File: src/rtl/prs_pkg.sv
package prs_pkg;
  typedef enum logic [1:0] {
    ST_IDLE = 2'd0,
    ST_XFER = 2'd1,
    ST_PROG = 2'd2
  } rw_state_e;
endpackage

File: src/rtl/prs_cmd_capture.sv
module prs_cmd_capture #(
  parameter int PAGE_W     = 4,
  parameter int ADDR_BYTES = 2,
  parameter int DC_BITS    = 10,
  parameter logic [7:0] REWR_OP = 8'h5A,
  parameter logic [7:0] STAT_OP = 8'hD7
) (
  input  logic              clk,
  input  logic              rst,
  input  logic              cs_n,
  input  logic              byte_valid,
  input  logic [7:0]        byte_data,
  input  logic              busy,
  input  logic [7:0]        status,
  output logic              start,
  output logic [PAGE_W-1:0] start_page,
  output logic              sdo_valid,
  output logic [7:0]        sdo_byte
);
  localparam int FIELD_W = 8 * ADDR_BYTES;
  localparam int CNT_W   = $clog2(ADDR_BYTES + 2) + 1;
  localparam logic [CNT_W-1:0] CNT_FULL = CNT_W'(ADDR_BYTES + 1);

  logic               cs_q;
  logic [CNT_W-1:0]   byte_cnt;
  logic [7:0]         opc_q;
  logic [FIELD_W-1:0] field_q;
  logic               cs_rise;
  logic               unused_field;

  assign cs_rise    = cs_n & ~cs_q;
  assign start      = cs_rise & ~busy & (opc_q == REWR_OP) & (byte_cnt >= CNT_FULL);
  assign start_page = field_q[DC_BITS +: PAGE_W];
  assign unused_field = ^field_q;

  always_ff @(posedge clk) begin
    if (rst) begin
      cs_q     <= 1'b1;
      byte_cnt <= '0;
      opc_q    <= '0;
      field_q  <= '0;
    end else begin
      cs_q <= cs_n;
      if (cs_n) begin
        byte_cnt <= '0;
      end else if (byte_valid) begin
        if (byte_cnt == '0)
          opc_q <= byte_data;
        else if (byte_cnt < CNT_FULL)
          field_q <= {field_q[FIELD_W-9:0], byte_data};
        if (byte_cnt != CNT_FULL)
          byte_cnt <= byte_cnt + 1'b1;
      end
    end
  end

  always_ff @(posedge clk) begin
    if (rst) begin
      sdo_valid <= 1'b0;
      sdo_byte  <= '0;
    end else begin
      sdo_valid <= ~cs_n & byte_valid & (byte_cnt != '0) & (opc_q == STAT_OP);
      sdo_byte  <= status;
    end
  end
endmodule

File: src/rtl/prs_page_array.sv
module prs_page_array #(
  parameter int AW = 7
) (
  input  logic          clk,
  input  logic [AW-1:0] a_addr,
  input  logic          a_we,
  input  logic [7:0]    a_wdata,
  output logic [7:0]    a_rdata,
  input  logic [AW-1:0] b_addr,
  output logic [7:0]    b_rdata
);
  localparam int DEPTH = 1 << AW;

  logic [7:0] mem [DEPTH];

  initial begin
    for (int i = 0; i < DEPTH; i++)
      mem[i] = 8'((i * 7 + 3) % 256);
  end

  always_ff @(posedge clk) begin
    if (a_we)
      mem[a_addr] <= a_wdata;
    a_rdata <= mem[a_addr];
  end

  always_ff @(posedge clk) begin
    b_rdata <= mem[b_addr];
  end
endmodule

File: src/rtl/prs_age_tracker.sv
module prs_age_tracker #(
  parameter int PAGE_W      = 4,
  parameter int SECT_PAGE_W = 2,
  parameter int LIMIT       = 10000
) (
  input  logic                               clk,
  input  logic                               rst,
  input  logic                               done,
  input  logic [PAGE_W-1:0]                  done_page,
  output logic [(1<<(PAGE_W-SECT_PAGE_W))-1:0] due
);
  localparam int NPAGES = 1 << PAGE_W;
  localparam int NSECT  = 1 << (PAGE_W - SECT_PAGE_W);
  localparam int AGE_W  = $clog2(LIMIT + 2);
  localparam logic [AGE_W-1:0] LIM_C = AGE_W'(LIMIT);

  logic [AGE_W-1:0] age [NPAGES];
  logic [NSECT-1:0] due_d;
  logic [PAGE_W-SECT_PAGE_W-1:0] done_sect;

  assign done_sect = done_page[PAGE_W-1:SECT_PAGE_W];

  for (genvar q = 0; q < NPAGES; q++) begin : g_page
    localparam logic [PAGE_W-SECT_PAGE_W-1:0] MY_SECT = (PAGE_W-SECT_PAGE_W)'(q >> SECT_PAGE_W);
    localparam logic [PAGE_W-1:0] MY_PAGE = PAGE_W'(q);
    always_ff @(posedge clk) begin
      if (rst)
        age[q] <= '0;
      else if (done && done_sect == MY_SECT) begin
        if (done_page == MY_PAGE)
          age[q] <= '0;
        else if (age[q] <= LIM_C)
          age[q] <= age[q] + 1'b1;
      end
    end
  end

  always_comb begin
    due_d = '0;
    for (int q = 0; q < NPAGES; q++)
      if (age[q] > LIM_C)
        due_d[q >> SECT_PAGE_W] = 1'b1;
  end

  always_ff @(posedge clk) begin
    if (rst) due <= '0;
    else     due <= due_d;
  end
endmodule

File: src/rtl/page_rewrite_seq.sv
module page_rewrite_seq #(
  parameter int PAGE_W      = 4,
  parameter int PAGE_BYTES  = 8,
  parameter int SECT_PAGE_W = 2,
  parameter int ADDR_BYTES  = 2,
  parameter int DC_BITS     = 10,
  parameter int XFER_CYC    = 10,
  parameter int PROG_CYC    = 12,
  parameter int T_MAX       = 24,
  parameter int LIMIT       = 10000,
  parameter logic [7:0] REWR_OP = 8'h5A,
  parameter logic [7:0] STAT_OP = 8'hD7
) (
  input  logic                                  clk,
  input  logic                                  rst,
  input  logic                                  cs_n,
  input  logic                                  byte_valid,
  input  logic [7:0]                            byte_data,
  output logic                                  sdo_valid,
  output logic [7:0]                            sdo_byte,
  output logic                                  ready_o,
  output logic [(1<<(PAGE_W-SECT_PAGE_W))-1:0]  refresh_due,
  input  logic [PAGE_W+$clog2(PAGE_BYTES)-1:0]  rd_addr,
  output logic [7:0]                            rd_data
);
  import prs_pkg::*;

  localparam int IDX_W = $clog2(PAGE_BYTES);
  localparam int ARR_W = PAGE_W + IDX_W;
  localparam int PH_W  = $clog2(XFER_CYC + PROG_CYC + PAGE_BYTES + 1);
  localparam logic [PH_W-1:0] PB_C    = PH_W'(PAGE_BYTES);
  localparam logic [PH_W-1:0] XFER_LC = PH_W'(XFER_CYC - 1);
  localparam logic [PH_W-1:0] PROG_LC = PH_W'(PROG_CYC - 1);

  rw_state_e         st;
  logic [PH_W-1:0]   ph_cnt;
  logic [PAGE_W-1:0] page_q;
  logic              rd_vld;
  logic [IDX_W-1:0]  rd_idx;
  logic [7:0]        buf_q [PAGE_BYTES];

  logic              start;
  logic [PAGE_W-1:0] start_page;
  logic              busy;
  logic              op_done;
  logic [7:0]        status;
  logic [ARR_W-1:0]  arr_addr;
  logic              arr_we;
  logic [7:0]        arr_wdata;
  logic [7:0]        arr_rdata;

  assign busy      = (st != ST_IDLE);
  assign ready_o   = ~busy;
  assign status    = {~busy, 6'b0, |refresh_due};
  assign op_done   = (st == ST_PROG) && (ph_cnt == PROG_LC);
  assign arr_addr  = {page_q, ph_cnt[IDX_W-1:0]};
  assign arr_we    = (st == ST_PROG) && (ph_cnt < PB_C);
  assign arr_wdata = buf_q[ph_cnt[IDX_W-1:0]];

  prs_cmd_capture #(
    .PAGE_W(PAGE_W), .ADDR_BYTES(ADDR_BYTES), .DC_BITS(DC_BITS),
    .REWR_OP(REWR_OP), .STAT_OP(STAT_OP)
  ) u_cmd (
    .clk(clk), .rst(rst), .cs_n(cs_n), .byte_valid(byte_valid),
    .byte_data(byte_data), .busy(busy), .status(status),
    .start(start), .start_page(start_page),
    .sdo_valid(sdo_valid), .sdo_byte(sdo_byte)
  );

  always_ff @(posedge clk) begin
    if (rst) begin
      st     <= ST_IDLE;
      ph_cnt <= '0;
      page_q <= '0;
    end else begin
      case (st)
        ST_IDLE: if (start) begin
          st     <= ST_XFER;
          ph_cnt <= '0;
          page_q <= start_page;
        end
        ST_XFER: begin
          ph_cnt <= ph_cnt + 1'b1;
          if (ph_cnt == XFER_LC) begin
            st     <= ST_PROG;
            ph_cnt <= '0;
          end
        end
        ST_PROG: begin
          ph_cnt <= ph_cnt + 1'b1;
          if (ph_cnt == PROG_LC) begin
            st     <= ST_IDLE;
            ph_cnt <= '0;
          end
        end
        default: st <= ST_IDLE;
      endcase
    end
  end

  always_ff @(posedge clk) begin
    if (rst) begin
      rd_vld <= 1'b0;
      rd_idx <= '0;
    end else begin
      rd_vld <= (st == ST_XFER) && (ph_cnt < PB_C);
      rd_idx <= ph_cnt[IDX_W-1:0];
    end
  end

  always_ff @(posedge clk) begin
    if (rd_vld)
      buf_q[rd_idx] <= arr_rdata;
  end

  prs_page_array #(.AW(ARR_W)) u_arr (
    .clk(clk), .a_addr(arr_addr), .a_we(arr_we), .a_wdata(arr_wdata),
    .a_rdata(arr_rdata), .b_addr(rd_addr), .b_rdata(rd_data)
  );

  prs_age_tracker #(
    .PAGE_W(PAGE_W), .SECT_PAGE_W(SECT_PAGE_W), .LIMIT(LIMIT)
  ) u_age (
    .clk(clk), .rst(rst), .done(op_done), .done_page(page_q), .due(refresh_due)
  );
endmodule

File: config.mk
export PLATFORM = sky130hd
export DESIGN_NAME = page_rewrite_seq
export DESIGN_NICKNAME = d
export VERILOG_FILES = /design/src/rtl/prs_pkg.sv /design/src/rtl/prs_cmd_capture.sv /design/src/rtl/prs_page_array.sv /design/src/rtl/prs_age_tracker.sv /design/src/rtl/page_rewrite_seq.sv
export SDC_FILE = /design/constraint.sdc
export NUM_CORES = 2
export LEC_CHECK = 0
export BUFFER_PORTS_ARGS = -buffer_cell sky130_fd_sc_hd__buf_2
export CAP_MARGIN = 20
export CORE_ASPECT_RATIO = 1.75
export CORE_MARGIN = 2
export CORE_UTILIZATION = 31
export DETAILED_ROUTE_END_ITERATION = 6
export GPL_ROUTABILITY_DRIVEN = 0
export PLACE_DENSITY = 0.44
export SYNTH_ARGS = -nofsm -noshare
export SYNTH_HDL_FRONTEND = slang
export SYNTH_SLANG_ARGS = --single-unit
File: constraint.sdc
create_clock -name clk -period 3.1 [get_ports clk]
set_clock_uncertainty 0.2 [all_clocks]
set_input_delay 0 -clock clk [delete_from_list [all_inputs] [get_ports clk]]
set_output_delay 0 -clock clk [all_outputs]
set_load 0.05 [all_outputs]
Word level (Yosys, flattened, before mapping)
Memory sizes are Yosys's and may differ from the RTL's. A register that Yosys moved wholly into a read port is not among the register bits.
Index checks and enable logic that the tools add are counted.
Operators by class
  equal/unequal tests: 28
  magnitude comparators: 35
  reductions and logical operators: 22
  add/sub/neg operators: 18
  bitwise logic cells: 43
  multiplexer cells: 208
Operator list (count)
  two-way mux 14 bit: 32
  adder 14 x 1 -> 14 bit, second input constant: 16
  greater-than comparator 14 bit, second input constant: 16
  <= comparator 14 bit, second input constant: 16
  two-way mux 1 bit: 166
  == test 4 bit, second input constant: 8
  OR 1 bit: 32
  == test 4 x 3 -> 1 bit, second input constant: 4
  two-way mux 5 bit: 3
  case mux 5 bit (3 select lines): 1
  == test 5 x 4 -> 1 bit, second input constant: 2
  == test 4 x 2 -> 1 bit, second input constant: 2
  == test 8 x 7 -> 1 bit, second input constant: 1
  == test 8 bit, second input constant: 1
  bitwise AND 1 bit: 7
  logical AND 1 bit: 7
  == test 2 bit, second input constant: 3
  two-way mux 2 bit: 3
  two-way mux 3 bit: 2
  case mux 2 bit (3 select lines): 1
  AND reduction 2 bit: 3
  AND reduction 3 bit: 2
  nonzero test 3 bit: 2
  adder 5 x 1 -> 5 bit, second input constant: 1
  17 further kinds: 23
Word-level totals
  flip-flop bits (word level): 54
  RAM bits: 1312
  input port bits: 19
  memories kept: 3
  output and inout bits: 22
  word-level logic and storage cells: 370
Memories
  u_arr.mem: depth 128, width 8, rd ports 2, clocked after memory_dff 2, write ports 1, line prs_page_array.sv:14  | logic [7:0] mem [DEPTH];
  u_age.age: depth 16, width 14, rd ports 16, clocked after memory_dff 0, write ports 16, line prs_age_tracker.sv:17  | logic [AGE_W-1:0] age [NPAGES];
  buf_q: depth 8, width 8, rd ports 1, clocked after memory_dff 1, write ports 1, line page_rewrite_seq.sv:40  | logic [7:0] buf_q [PAGE_BYTES];

Longest topological paths before layout
  word-level depth: 9
  depth in mapped cells: 12

By module
Synthesis repeated with hierarchy kept, for this count alone.
Unflattened totals
  cells, all modules: 4194
  area, all modules: 65312.6 µm²
Modules (own cells, without submodules)
  prs_page_array: area each 48119.9 µm², cells each 2650, sequential area each 31069.8 µm², instances 1
  prs_age_tracker: area each 12709.7 µm², cells each 1239, sequential area each 6806.5 µm², instances 1
  page_rewrite_seq: area each 3339.5 µm², cells each 197, sequential area each 2282.2 µm², instances 1
  prs_cmd_capture: area each 1143.6 µm², cells each 108, sequential area each 580.6 µm², instances 1

Least setup slack after synthesis
OpenSTA, ideal clock, no wires.
  path type: register -> register
  from: register (tool-made name)
  to: memory u_arr.mem[0][0] (data pin)
  setup slack: 3 ps
  stages on the path, launching flop included: 5
  arrival: 2456 ps
  period minus slack after synthesis: 3097 ps
  buffers on the path: 2
  path through: dfxtp_1 clkbuf_1 buf_1 mux4_2 mux2_2
RTL lines (line)
  end: declaration: prs_page_array.sv:14

==> key figures <==
Clocking
  • Clock Path Buffers: 4
  • Clock sink count: between 1000 and 1500
  • Clock Pin Slew Worst Setup and Hold Paths: about 0.070 ns
  • CTS tree: done
  • CTS root buf: clkbuf_16
  • Cts bufs inserted: between 100 and 150
  • Worst-skew pair later-pin latency: 0.81 ns
  • H-tree lvl count: 4

Drt
  • Overall via count from detail_route: around 42000
  • Avg WL per Cell: roughly 35 um
  • Antenna-violating nets left: 0
  • Drt pass-1 iters: 5
  • Post-detailed-routing wire length: roughly 260 mm
  • 1st-iter DRT viols: around 4200
  • Vias per inst: around 5.7
  • DRC: 0

Yosys
  • Sequential share of the synthesized area: between 60% and 70%
  • Seq cells post-synth: approximately 1400
  • Synth unique cells: 74
  • Post-synth EDFFs: between 1000 and 1500
  • Syn avg cell area: about 16 um^2
  • Mapped cell area: about 0.064 mm^2
  • Asr flop ratio synth: 0%
  • Synth Flop Type: edfxtp_1
  • Post-Syn Instances: 4084
  • YS warnings: 0

Critical path
  • Critical-path cell list: buf_4, nor2b_4, buf_12, a22oi_1, o21ai_0, nand4b_1, buf_4, nor4b_1
  • Crit Path Category: reg -> reg
  • WP data arrival: ~3.6 ns
  • Most used cell, CP: buf_4
  • Crit start category: flop
  • Required @ worst endpoint: approximately 3.6 ns
  • Worst Path Max Fanout: 18
  • Slowest cell on crit path: o21ai_0
  • Critical Path Max Stage Delay: about 0.47 ns
  • Endpoint class of the critical path: flop

Floorplan
  • Die Wd: ~350 um
  • Io pins: between 40 and 50
  • Full die area: ~0.21 mm^2
  • Die H: ~600 um
  • Initial Util: 31.2%
  • Core area: between 0.2 and 0.25 mm^2
  • Site Rows: between 200 and 250

Pwr
  • Total power: around 40 mW
  • Max VDD drop: approximately 580 uV
  • Power per Cell Area: approximately 500 mW/mm^2
  • Leakage: 25.5 nW

GRT
  • Total global routing overflow: 0
  • First-pass GRT wire length: around 350 mm
  • GRT Total Usage: 24.1%
  • Initial antenna violation count: 14
  • Vias in the first global route: between 40000 and 50000
  • Pin count of the biggest net entering global routing: 70

Timing
  • Worst-margin pin slew: approximately 1.2 ns
  • Crit share post-route: 101%
  • Worst Hold Slack: about 0.080 ns
  • F_max: ~320 MHz
  • Setup WS post-layout: -0.0371 ns
  • Final Max Slew Viols: 0
  • Minimum clock period: 3.14 ns
  • Final hold vios: 0
  • Relative slew slack: 18.2%
  • Final setup viols: 1

Hold path
  • Worst Hold Class: in -> reg

Outcome
  • Failing checks: setup timing
  • Run status: finished with violations

Placed design
  • Post-DP HPWL: between 150 and 200 mm
  • Area after DPL: 0.0729 mm^2
  • I/O Buffers: 34

Final layout
  • # fillers: about 19000
  • Core Util, Final: approximately 38%
  • Synth-to-Final Area Change: 21.2%
  • Share of cells above drive strength 1: approximately 30%
  • Finished Cell Area: approximately 0.078 mm^2
  • Final #Nets: approximately 4700

Job
  • Max-cap violations: 0
-- report_power, final --
| group | switching [mW] | internal, mW | total (mW) | leakage [nW] |
|---|---|---|---|---|
| clock | 7.51 | 9.87 | 17.4 | 2.20 |
| combinational | 0.999 | 0.805 | 1.80 | 10.8 |
| sequential | 0.217 | 20.2 | 20.4 | 12.5 |
| total | 8.72 | 30.9 | 39.6 | 25.5 |
-- worst max-delay path: cells and delay by family (launching register included) --
kind | cells | cell delay, ns
buffers and inverters | 3 | 0.81
and+or+nand+nor | 3 | 0.95
AOI/OAI and AO/OA | 2 | 0.57
DFF | 1 | 0.45
-- state kept, by name, summed over array words and instances, names as in the netlist, named ones only --
register         flops
u_arr.mem         1024
u_age.age          224
buf_q               64
u_arr.a_rdata        8
u_arr.b_rdata        8
u_cmd.field_q        8
u_cmd.opc_q          8
ph_cnt               5
page_q               4
u_age.due            4
rd_idx               3
u_cmd.byte_cnt       3
st                   2
u_cmd.sdo_byte       2
rd_vld               1
u_cmd.cs_q           1
u_cmd.sdo_valid      1
-- through the flow --
| step | setup WS (ns) | instances | TNS (ns) |
|---|---|---|---|
| 3_3_place_gp | -0.614 | 7132 | -2.99 |
| 5_1_grt | -0.00982 | 7443 | -0.00982 |
| 2_1_floorplan | 0.00340 | 4089 | 0 |
| 3_5_place_dp | -0.565 | 7135 | -1.67 |
| 6_report | -0.0371 | 7451 | -0.0371 |
| 4_1_cts | 0.0157 | 7424 | 0 |
-- layout by cell type, fill, tap and decap left out, types with 59 or more instances in the layout --
master and n:
edfxtp_1 1312, buf_4 517, nor2_1 502, mux4_2 433, mux2i_1 154, clkbuf_16 147, nand3_1 139, nand2_1 126
a221oi_1 109, buf_12 109, xor2_1 102, xnor2_1 78, inv_1 77, mux2_2 72, a21oi_1 59
-- Yosys cell counts, types with 29 or more instances --
cell / instances / area [um^2]
nand2b_1: 29 / 181
xnor2_1: 78 / 683
dfxtp_1: 61 / 1220
nand3_1: 140 / 701
o22ai_1: 49 / 307
inv_1: 78 / 293
xor2_1: 102 / 893
nor2_1: 511 / 1920
ha_1: 41 / 513
a21oi_1: 59 / 295
nand2_1: 126 / 473
a221oi_1: 109 / 955
buf_2: 47 / 235
o21ai_0: 54 / 270
buf_1: 47 / 176
mux2i_1: 154 / 1540
o31ai_1: 31 / 233
mux4_2: 433 / 9750
mux2_2: 80 / 901
a22oi_1: 56 / 420
edfxtp_1: 1312 / 39400
clkbuf_1: 154 / 578
-- kinds of logic after synthesis --
logic type	after synthesis	share of synthesized area, %
DFF	1373	63.0
and+or+nand+nor	946	6.49
muxes	667	18.9
AOI/OAI and AO/OA	528	6.14
buffers and inverters	348	2.23
xor gates and xnor gates	180	2.44
adders and majority gates	41	0.796
other	1	0.00582
-- routing by layer --
metal	wire length [um]	GRT usage, %	vias up
met5	23	0	-
met4	22400	17.5	4
met3	13200	3.14	609
met2	133000	42.8	1834
met1	89900	26.2	22300
li1	-	-	17600
-- final cells by class --
| type | instances | area [um^2] | share of cell area (%) |
|---|---|---|---|
| clock inverters | 71 | 712 | 0.911 |
| inverters | 81 | 310 | 0.397 |
| clock buffers | 176 | 3830 | 4.90 |
| flip-flops and latches | 1373 | 40600 | 52.0 |
| repair buffers | 697 | 6670 | 8.54 |
| multi-input cells | 2368 | 22600 | 28.9 |
| well taps | 2676 | 3350 | 4.28 |
| diodes | 9 | 22.5 | 0.0288 |
-- repair_timing --
item | CTS | global route
setup endpoints to repair | 110 | 71
setup buffers | 7 | 18
resized for setup | 8 | 12
hold endpoints to repair | 51 | 0
pin swaps | 0 | 1
hold buffers | 35 | 0
-- worst paths after layout --
check	from	endpoint	slack, ns	cells past startpoint
worst min register to register	u_cmd.opc_q[5]$_SDFFE_PP0P_	u_cmd.opc_q[5]$_SDFFE_PP0P_	0.29	2
worst max-delay path	ph_cnt[0]$_SDFFE_PP0P_	u_arr.a_rdata[1]$_DFF_P_	-0.04	8
worst min-delay path	byte_valid	u_cmd.byte_cnt[0]$_SDFFE_PP0P_	0.08	5
worst max register to register	ph_cnt[0]$_SDFFE_PP0P_	u_arr.a_rdata[1]$_DFF_P_	-0.04	8
Power figures use the tool's default switching activity.
